--- config.mk ---
export PLATFORM = sky130hd
export DESIGN_NAME = tlb_perm_check
export DESIGN_NICKNAME = d
export VERILOG_FILES = /design/src/rtl/tlbpc_pkg.sv /design/src/rtl/tlbpc_judge.sv /design/src/rtl/tlbpc_compose.sv /design/src/rtl/tlb_perm_check.sv
export SDC_FILE = /design/constraint.sdc
export NUM_CORES = 1
export LEC_CHECK = 0
export BUFFER_PORTS_ARGS = -buffer_cell sky130_fd_sc_hd__buf_2
export CORE_MARGIN = 3
export CORE_UTILIZATION = 40
export CTS_BUF_LIST = sky130_fd_sc_hd__clkbuf_8
export DETAILED_ROUTE_END_ITERATION = 8
export PLACE_DENSITY = 0.8
export SLEW_MARGIN = 20
export SYNTH_ARGS = -nofsm -noshare
export SYNTH_HDL_FRONTEND = slang
export SYNTH_HIERARCHICAL = 1
export SYNTH_SLANG_ARGS = --single-unit
--- constraint.sdc ---
create_clock -name clk -period 2.2 [get_ports clk]
set_input_delay 0.22 -clock clk [delete_from_list [all_inputs] [get_ports clk]]
set_output_delay 0.22 -clock clk [all_outputs]
set_load 0.01 [all_outputs]
--- src/rtl/tlbpc_pkg.sv ---
package tlbpc_pkg;

    localparam int PAGE_BASE_SHIFT = 10;

    typedef enum logic [1:0] {
        ACC_LOAD  = 2'd0,
        ACC_STORE = 2'd1,
        ACC_FETCH = 2'd2,
        ACC_ALT   = 2'd3
    } acc_kind_e;

    typedef enum logic [3:0] {
        FLT_OK        = 4'd0,
        FLT_I_MISS    = 4'd1,
        FLT_I_VIOL    = 4'd2,
        FLT_D_MISS_RD = 4'd3,
        FLT_D_MISS_WR = 4'd4,
        FLT_D_VIOL_RD = 4'd5,
        FLT_D_VIOL_WR = 4'd6,
        FLT_FIRST_WR  = 4'd7
    } fault_e;

    typedef struct packed {
        logic       exec;
        logic       wr;
        logic       rd;
    } perm_t;

    typedef struct packed {
        logic       hit;
        logic [1:0] pr;
        logic       dirty;
        logic [1:0] size;
    } ent_attr_t;

    function automatic logic [4:0] page_shift(input logic [1:0] code);
        logic [4:0] sh;
        case (code)
            2'd0:    sh = 5'd10;
            2'd1:    sh = 5'd12;
            2'd2:    sh = 5'd16;
            default: sh = 5'd20;
        endcase
        return sh;
    endfunction

endpackage

--- src/rtl/tlbpc_judge.sv ---
module tlbpc_judge
    import tlbpc_pkg::*;
(
    input  acc_kind_e kind,
    input  logic      priv,
    input  ent_attr_t iattr,
    input  ent_attr_t uattr,
    output logic      use_itlb,
    output fault_e    fault,
    output perm_t     perm
);

    logic is_fetch;
    logic is_store;
    logic src_hit;
    logic user_blocked;

    assign is_fetch = (kind == ACC_FETCH);
    assign is_store = (kind == ACC_STORE);

    always_comb begin
        use_itlb = is_fetch && iattr.hit;
        src_hit  = use_itlb ? 1'b1 : uattr.hit;
        user_blocked = !priv && !(use_itlb ? iattr.pr[1] : uattr.pr[1]);
    end

    always_comb begin
        fault = FLT_OK;
        perm  = '0;
        if (is_fetch) begin
            if (!src_hit) begin
                fault = FLT_I_MISS;
            end else if (user_blocked) begin
                fault = FLT_I_VIOL;
            end else begin
                perm.exec = 1'b1;
            end
        end else begin
            if (!uattr.hit) begin
                fault = is_store ? FLT_D_MISS_WR : FLT_D_MISS_RD;
            end else if (user_blocked) begin
                fault = is_store ? FLT_D_VIOL_WR : FLT_D_VIOL_RD;
            end else if (is_store && !uattr.pr[0]) begin
                fault = FLT_D_VIOL_WR;
            end else if (is_store && !uattr.dirty) begin
                fault = FLT_FIRST_WR;
            end else begin
                perm.rd = 1'b1;
                perm.wr = uattr.pr[0];
            end
        end
    end

endmodule

--- src/rtl/tlbpc_compose.sv ---
module tlbpc_compose
    import tlbpc_pkg::*;
#(
    parameter int VA_W = 32,
    parameter int PA_W = 29,
    localparam int PPN_W = PA_W - PAGE_BASE_SHIFT
) (
    input  logic [VA_W-1:0]  vaddr,
    input  logic             use_itlb,
    input  logic [PPN_W-1:0] ippn,
    input  logic [1:0]       isize,
    input  logic [PPN_W-1:0] uppn,
    input  logic [1:0]       usize,
    output logic [PA_W-1:0]  paddr
);

    logic [PPN_W-1:0] ppn_sel;
    logic [1:0]       size_sel;
    logic [PA_W-1:0]  off_mask;
    logic [PA_W-1:0]  frame;
    logic [PA_W-1:0]  va_low;

    always_comb begin
        ppn_sel  = use_itlb ? ippn  : uppn;
        size_sel = use_itlb ? isize : usize;
        off_mask = (PA_W'(1) << page_shift(size_sel)) - PA_W'(1);
        frame    = {ppn_sel, {PAGE_BASE_SHIFT{1'b0}}};
        va_low   = vaddr[PA_W-1:0];
        paddr    = (frame & ~off_mask) | (va_low & off_mask);
    end

endmodule

--- src/rtl/tlb_perm_check.sv ---
module tlb_perm_check
    import tlbpc_pkg::*;
#(
    parameter int VA_W = 32,
    parameter int PA_W = 29,
    localparam int PPN_W = PA_W - PAGE_BASE_SHIFT
) (
    input  logic             clk,
    input  logic             rst,
    input  logic             sv_mode,
    input  logic             priv,
    output logic             asid_cmp_en,
    input  logic             req_valid,
    input  logic [1:0]       req_kind,
    input  logic [VA_W-1:0]  req_vaddr,
    input  logic             itlb_hit,
    input  logic [1:0]       itlb_pr,
    input  logic [PPN_W-1:0] itlb_ppn,
    input  logic [1:0]       itlb_size,
    input  logic             utlb_hit,
    input  logic [1:0]       utlb_pr,
    input  logic             utlb_dirty,
    input  logic [PPN_W-1:0] utlb_ppn,
    input  logic [1:0]       utlb_size,
    output logic             rsp_valid,
    output logic [3:0]       rsp_fault,
    output logic [2:0]       rsp_perm,
    output logic [PA_W-1:0]  rsp_paddr
);

    ent_attr_t       iattr;
    ent_attr_t       uattr;
    logic            use_itlb;
    fault_e          fault_c;
    perm_t           perm_c;
    logic [PA_W-1:0] paddr_c;

    assign asid_cmp_en = !(sv_mode && priv);

    always_comb begin
        iattr = '{hit: itlb_hit, pr: itlb_pr, dirty: 1'b1, size: itlb_size};
        uattr = '{hit: utlb_hit, pr: utlb_pr, dirty: utlb_dirty, size: utlb_size};
    end

    tlbpc_judge u_judge (
        .kind     (acc_kind_e'(req_kind)),
        .priv     (priv),
        .iattr    (iattr),
        .uattr    (uattr),
        .use_itlb (use_itlb),
        .fault    (fault_c),
        .perm     (perm_c)
    );

    tlbpc_compose #(.VA_W(VA_W), .PA_W(PA_W)) u_compose (
        .vaddr    (req_vaddr),
        .use_itlb (use_itlb),
        .ippn     (itlb_ppn),
        .isize    (itlb_size),
        .uppn     (utlb_ppn),
        .usize    (utlb_size),
        .paddr    (paddr_c)
    );

    always_ff @(posedge clk) begin
        if (rst) begin
            rsp_valid <= 1'b0;
            rsp_fault <= '0;
            rsp_perm  <= '0;
            rsp_paddr <= '0;
        end else begin
            rsp_valid <= req_valid;
            if (req_valid) begin
                rsp_fault <= fault_c;
                rsp_perm  <= perm_c;
                rsp_paddr <= (fault_c == FLT_OK) ? paddr_c : '0;
            end
        end
    end

    assert_valid_pulse_R11: assert property (@(posedge clk) disable iff (rst)
        req_valid |=> rsp_valid);
    assert_valid_idle_R11: assert property (@(posedge clk) disable iff (rst)
        !req_valid |=> !rsp_valid);
    assert_fault_zeroes_R11: assert property (@(posedge clk) disable iff (rst)
        (rsp_valid && rsp_fault != 4'd0) |-> (rsp_perm == 3'd0 && rsp_paddr == '0));
    assert_exec_alone_R4: assert property (@(posedge clk) disable iff (rst)
        (rsp_valid && rsp_perm[2]) |-> (rsp_perm[1:0] == 2'b00));
    assert_clean_store_R7: assert property (@(posedge clk) disable iff (rst)
        (req_valid && req_kind == 2'd1 && utlb_hit && !utlb_dirty) |=> (rsp_fault != 4'd0));
    assert_data_miss_R8: assert property (@(posedge clk) disable iff (rst)
        (req_valid && req_kind != 2'd2 && !utlb_hit) |=> (rsp_fault == 4'd3 || rsp_fault == 4'd4));

endmodule

==> summary by stage, run 1 <==
CTS
The H-tree generated during clock tree synthesis spans 2 levels. The post-cts sizing count is 0. The source-to-sink clock delay at the later pin of the worst-skew pair is 0.28 ns.

TritonCTS built the clock tree. The clock tree root driver cell is sky130_fd_sc_hd__clkbuf_8. The clock buffer count from CTS is 5. The number of setup buffers added after CTS is 0. Clock-pin slew was measured on the worst setup and hold paths at 0.07 ns.

The number of buffers added to fix hold violations after cts is 0. Counting along the longest clock path gives a buffer depth of 2. The CTS sink count is 37.

Timing
The final worst-path setup slack is 0.272 ns. The final max-slew violation count is 0. The worst setup skew after layout is 0 ns.

The number of hold violations in the final report is 0. Setup repair after global routing left no endpoint under its margin. The final period utilization is 0.876.

The post-layout minimum cycle time is between 1.5 and 2 ns. The highest clock rate is 0.519 GHz. For the pin with the worst max-slew slack, the measured transition is 0.793 ns. Setup violations remaining at the end of the flow were counted as 0. The worst pin sits at a relative slew slack of 0.467.

Die
The die extent in x is 75.8 um. The die covers 5740 um^2. The core region area is 4530 um^2. Row generation in the floorplan step produced 24 rows. For this configuration, the core starts out at a cell density of 0.430. The boundary pin count is 126.

The die is approximately 76 um tall.

Placed design
The placed standard-cell area is 2530 um^2. Once placement completed, the tool counted placed cells totaling between 300 and 400. The number of buffer cells added on primary ports is around 110. The detailed-placement wirelength estimate is between 3 and 4 mm.

Before CTS, the worst setup slack after placement is -0.0253 ns. The congestion estimate from routability-driven global placement came to approximately 0.77.

Cells and area
The repair_antennas step left the layout with diodes totalling 0. Compared with the post-synthesis result, the final layout area differs by 36.8%. The area of the multi-input gates is between 1000 and 1500 um^2. Of the cells placed in the final design, the portion with a size suffix greater than 1 is 0.490. Registers take 741 um^2. The count of non-filler cells in the finished layout is approximately 360. The number of nets in the layout is 386. After routing the design area is 2670 um^2. The number of inserted filler cells in the final layout is just over 400.

Synth
The synthesized instance count is 193. The post-synthesis cell area is 1950 um^2. After synthesis, the mean cell area works out to 10.1 um^2. The synthesis warning total is 6.

Detailed routing
The starting DRC count in detailed routing is between 70 and 80. The final layout contains routed wiring with a total length of 5.02 mm. For this run, design rule violations remaining after detail routing come to 0. The post-detailed-route via-to-cell ratio is 5.18. The detail route stage leaves a number of antenna-violating nets equal to 0. The per-cell routed wire length is ~14 um. The overall via count from detail_route is ~1.9k. The first detailed-routing pass took 4 iterations.

Global route
Across every metal layer, demand over resource in global routing totals 0.164. The initial antenna violation count came to 0. The first global-routing pass estimated just over 7 mm of wire. The number of global-route vias before repair is 1701.

The overflow left after global routing is 0. The maximum number of pins on one net before global-route repair is 18.

Power
Dividing total power by cell area gives a power density of 621 nW/um^2. Total power for the finished layout comes to between 0.0015 and 0.002 W. The leakage power is 1.30 nW. The largest vdd supply drop is 0.494 mV.

Worst setup path
Traced cell by cell, the critical path runs through buf_2, or2b_1, o21a_1, o221ai_1, a211oi_2, nor4_4, buf_12, a32o_1. The worst setup path is captured at a flip-flop. The setup path with the least slack is of type in -> reg. The critical path crosses 8 cells after its start point. The slowest library cell on the worst path is sky130_fd_sc_hd__nor4_4. For the worst setup path, the data arrival time is about 2.2 ns. The largest delay contributor family on the critical path is simple AND/OR/NAND/NOR gates.

The worst register-to-register path has a depth of 1. The worst register-to-register path has a setup slack of 1.56 ns. The number of buffers and inverters on the critical path is 2. Along the worst path, the maximum fanout reaches 17. For this run, the slowest stage of the critical path takes between 0.6 and 0.7 ns. The critical path launch point type is an input port. The required time of the critical path is 2.43 ns.

Status
The run finished with clean final reports.

Flow run
The number of max-capacitance violations reported is 0.

Hold path
Counting instances, the worst hold path has a depth of 2. The worst hold-check path type is in -> reg.
==> report_power, final <==
part	internal (W)	total, W	switching, W
logic	0.000140	0.000284	0.000143
clock network	0.000450	0.000677	0.000226
registers	0.000686	0.000694	0.00000736
total	0.00128	0.00165	0.000377
==> final cells by class <==
| type | count | share of cell area |
|---|---|---|
| repair buffers | 119 | 0.235 |
| clock buffers | 5 | 0.0258 |
| well taps | 65 | 0.0305 |
| multi-input cells | 133 | 0.405 |
| flip-flops and latches | 37 | 0.278 |
| clock inverters | 3 | 0.0244 |
| inverters | 1 | 0.00141 |
==> worst paths after layout <==
check,to,from
setup / recovery,rsp_paddr[12]$_SDFFE_PP0P_,req_kind[0]
hold / removal,rsp_paddr[0]$_SDFFE_PP0P_,req_vaddr[0]
setup reg to reg,rsp_paddr[18]$_SDFFE_PP0P_,rsp_paddr[18]$_SDFFE_PP0P_
hold reg to reg,rsp_paddr[5]$_SDFFE_PP0P_,rsp_paddr[5]$_SDFFE_PP0P_
==> metal layers <==
layer | global-route usage | part of all wire
met1 | 0.181 | 0.41
met2 | 0.304 | 0.49
met3 | 0.0501 | 0.096
met4 | 0.0350 | 0.0048
met5 | 0 | 0
==> flip-flops by register name (all words and copies together) (netlist names) <==
| name | cells |
|---|---|
| rsp_paddr | 29 |
| rsp_fault | 4 |
| rsp_perm | 3 |
| rsp_valid | 1 |
==> layout by cell type, fill, tap and decap left out, drive strengths merged, types with 2 or more instances in the layout <==
| cell type | n |
|---|---|
| buf | 119 |
| dfxtp | 37 |
| a32o | 29 |
| mux2i | 21 |
| nor2 | 14 |
| a211oi | 10 |
| mux2 | 9 |
| a21oi | 9 |
| clkbuf | 5 |
| and3 | 5 |
| and2 | 4 |
| and2b | 4 |
| nand2 | 4 |
| conb | 3 |
| nand3 | 3 |
| bufinv | 2 |
| nand2b | 2 |
| o21a | 2 |
| o21ai | 2 |
| nor2b | 2 |
==> metrics by stage <==
| step | setup TNS (ns) | hold slack, ns | utilization |
|---|---|---|---|
| floorplan | 0 | 0.448 | - |
| global placement | -0.0491 | 0.441 | 0.558 |
| detailed placement | -0.307 | 0.449 | 0.558 |
| CTS | 0 | 0.161 | 0.588 |
| global route | 0 | 0.170 | 0.588 |
| finish | 0 | 0.173 | 0.588 |
Note: power is estimated with default switching activity, not from simulation.
==> inputs of run 2 (changes only) <==
BUFFER_PORTS_ARGS = not set   (was -buffer_cell sky130_fd_sc_hd__buf_2)
DONT_BUFFER_PORTS = 1   (was not set)
PLACE_DENSITY = 0.58   (was 0.8)
==> summary by stage, run 2 (synthesis gave the netlist of run 1 again) <==
Die
The core region area is 4530 um^2 (unchanged). The area enclosed by the die boundary is 5740 um^2 (unchanged). The floorplan die height is 75.8 um (unchanged). The die extent in x is 75.8 um (unchanged).

The placement row count is 24 (unchanged). The boundary pin count was 126 (unchanged). The starting utilization of the core area was 0.430 (unchanged).

CTS
The TritonCTS clock tree is done. The maximum clock insertion buffer count came to 2 (unchanged). The CTS sink count was 37 (unchanged). CTS placed an instance of sky130_fd_sc_hd__clkbuf_8 at the clock tree root. The source-to-sink clock delay at the later pin of the worst-skew pair is 0.27 ns (about the same). The clock edge transition at the registers on the reported setup and hold paths is 0.07 ns (about the same). The clock buffer count from CTS was 5 (unchanged). The number of buffers added for setup after CTS is 0 (unchanged). The CTS H-tree depth is 2 (unchanged).

Cells and area
The number of antenna repair diodes came to 0 (unchanged). Compared with the post-synthesis result, the final layout area differs by 7.00%. The flip-flop count of the largest register after layout is 29 (unchanged). The number of inserted filler cells in the final layout is 429 (+5.1%). The most common cell after layout, fill and taps aside is sky130_fd_sc_hd__dfxtp_1. In the final layout, the registers with the most flip-flops are rsp_paddr: 29 flops, rsp_fault: 4 flops, rsp_perm: 3 flops.

Leaving out fill and tap cells, the most frequent cells in the layout are sky130_fd_sc_hd__dfxtp_1 (37), sky130_fd_sc_hd__a32o_1 (29), sky130_fd_sc_hd__mux2i_1 (21). The area of all placed cells without fillers came to 2080 um^2 (-22%). The area of the multi-input gates is 1080 um^2 (unchanged). The share of post-route cells with drive strength above 1 came to 0.194 (-0.296). The number of nets in the layout is 279 (-28%). rsp_paddr holds more flip-flops than any other register. The register cell area after layout is 741 um^2 (unchanged).

Timing
The final max-slew violation count was 0 (unchanged). The final worst-path setup slack is 0.478 ns (+0.206 ns). The worst setup skew after layout came to 0 ns (unchanged). Setup repair after global routing left no endpoint under its margin. The highest clock rate is 0.581 GHz (+12%).

The post-layout minimum cycle time is 1.72 ns (-0.206 ns). The final period utilization is 0.783 (-0.0934). The count of endpoints failing setup in the final report came to 0 (unchanged). The number of hold violations in the final report is 0 (unchanged). The actual transition at the worst max-transition pin is 0.659 ns (-0.134 ns). The worst max-slew margin expressed relative to the limit came to 0.557 (+0.0903).

Detailed routing
The starting DRC count in detailed routing was 84 (+15%). The remaining number of nets flagged by the antenna check after routing is 0 (unchanged). The overall via count from detail_route is 1512 (-20%). The aggregate routed wire length is 4.72 mm (-5.9%). The number of iterations in the first detailed-routing pass is 4 (unchanged). The per-cell routed wire length came to 18.4 um (+33%). The number of remaining DRC errors is 0 (unchanged). The post-detailed-route via-to-cell ratio is 5.91 (+14%).

Power
The proportion of power drawn by the clock network is 0.331 (-0.078). The net switching power is 0.000336 W (-11%). The fraction of power consumed by combinational cells was 0.136 (-0.036). The total power draw came to 0.00133 W (-20%).

The power density over the cells is 636 nW/um^2 (+2.5%). The largest vdd supply drop is 0.329 mV (-33%). The share of total power consumed by net switching is 0.253 (+0.0250). The leakage power was 0.810 nW (-38%). The sequential group share of total power is 0.532 (+0.113). The internal power component is 0.000990 W (-22%).

Global route
The maximum number of pins on one net before global-route repair is 19 (+1). The global-route wire length before repair came to 6.68 mm (-7.8%). The number of global-route vias before repair came to 1483 (-13%).

The initial antenna violation count was 0 (unchanged). The overflow left after global routing is 0 (unchanged). The total track usage is 0.154 (-0.00978).

Worst setup path
The critical path launch point type is an input port. The worst setup path is of the in -> reg kind. The start point of the critical path is req_kind[0]. The end of the worst register-to-register path is rsp_paddr[7]$_SDFFE_PP0P_. The reg-to-reg critical path startpoint is rsp_paddr[7]$_SDFFE_PP0P_.

Following the worst setup path forward leads to its endpoint at rsp_paddr[13]$_SDFFE_PP0P_. The critical path endpoint category is a flip-flop. The signal arrival time at the worst endpoint is 1.94 ns (-0.21 ns). The slack of the worst reg-to-reg path came to 1.50 ns (-0.06 ns). The cell depth of the worst flop-to-flop path is 1 (unchanged). The largest fanout on the critical path is 16 (-1). The required time of the critical path is 2.42 ns (about the same).

Flow run
The number of max-capacitance violations reported came to 0 (unchanged).

Hold path
In this run the worst hold path is classified as in -> reg. The worst hold path stage count is 2 (unchanged).

Placed design
The final weighted congestion in routability-driven placement is 0.767 (-0.49%). The number of buffer cells added on primary ports is 0 (-100%). The placed standard-cell area is 1990 um^2 (-21%). The minimum setup slack after placement is 0.189 ns (+0.214 ns). The detailed-placement wirelength estimate came to 3.65 mm (-6.4%).

Status
The flow ran to the end, and the final reports show no timing, DRC or antenna violations.
==> run 2: cell count changes in the layout (fill, tap and decap cells not counted) <==
cell | before | now
sky130_fd_sc_hd__buf_2 | 112 | 0
sky130_fd_sc_hd__buf_4 | 6 | 10
sky130_fd_sc_hd__buf_6 | 0 | 1
sky130_fd_sc_hd__buf_12 | 1 | 0
sky130_fd_sc_hd__clkinv_2 | 1 | 2
sky130_fd_sc_hd__inv_1 | 1 | 2
sky130_fd_sc_hd__bufinv_16 | 2 | 0
sky130_fd_sc_hd__dlygate4sd3_1 | 0 | 1
==> run 2: how the worst min path moves through the flow <==
stage	start	end
2_1_floorplan	req_vaddr[0]	rsp_paddr[0]$_SDFFE_PP0P_
3_3_place_gp	rst	rsp_fault[2]$_SDFFE_PP0P_
3_5_place_dp	rst	rsp_perm[0]$_SDFFE_PP0P_
4_1_cts	req_vaddr[0]	rsp_paddr[0]$_SDFFE_PP0P_
5_1_grt	req_vaddr[9]	rsp_paddr[9]$_SDFFE_PP0P_
6_report	req_valid	rsp_perm[2]$_SDFFE_PP0P_
==> run 2: final cells by class <==
class | count | area share
clock buffer | 5 | 0.0330
clock inverter | 3 | 0.00660
inverter | 1 | 0.00180
multi-input combinational | 133 | 0.518
sequential | 37 | 0.355
tap | 65 | 0.0390
timing repair buffer | 12 | 0.0462
==> run 2: worst max-delay path, stage by stage <==
cell	delay, ns
sky130_fd_sc_hd__or2b_1	0.24
sky130_fd_sc_hd__o21a_1	0.11
sky130_fd_sc_hd__o221ai_1	0.23
sky130_fd_sc_hd__a211oi_2	0.10
sky130_fd_sc_hd__nor4_4	0.58
sky130_fd_sc_hd__buf_6	0.26
sky130_fd_sc_hd__a32o_1	0.19
==> run 2: power groups by stage <==
stage          registers, W  logic (W)  clock network, W
4_1_cts            0.000706   0.000182          0.000465
3_3_place_gp       0.000721   0.000168                 0
5_1_grt            0.000708   0.000201          0.000495
3_5_place_dp       0.000721   0.000179                 0
6_report           0.000706   0.000181          0.000439
2_1_floorplan      0.000717   0.000161                 0
==> run 2: per-stage QoR <==
| stage | TNS (ns) | cells | hold WS (ns) | utilization |
|---|---|---|---|---|
| 2_1_floorplan | 0 | 194 | 0.448 | - |
| 3_3_place_gp | -1.67 | 246 | 0.293 | 0.437 |
| 3_5_place_dp | 0 | 247 | 0.297 | 0.439 |
| 4_1_cts | 0 | 256 | 0.0796 | 0.460 |
| 5_1_grt | 0 | 256 | 0.0766 | 0.460 |
| 6_report | 0 | 256 | 0.0940 | 0.460 |
==> run 2: timing repair <==
item,4_1_cts,5_1_grt
gates resized for setup,0,0
endpoints found under the hold margin,7,0
hold buffers,1,0
==> run 2: layer usage <==
| metal | vias to the layer above | global-route usage | wire length, um | share of wire |
|---|---|---|---|---|
| met5 | - | 0 | 0 | 0 |
| met4 | 0 | 0.0447 | 29 | 0.0061 |
| met3 | 4 | 0.0580 | 414 | 0.088 |
| met2 | 68 | 0.281 | 2470 | 0.52 |
| met1 | 718 | 0.163 | 1810 | 0.38 |
| li1 | 722 | - | - | - |
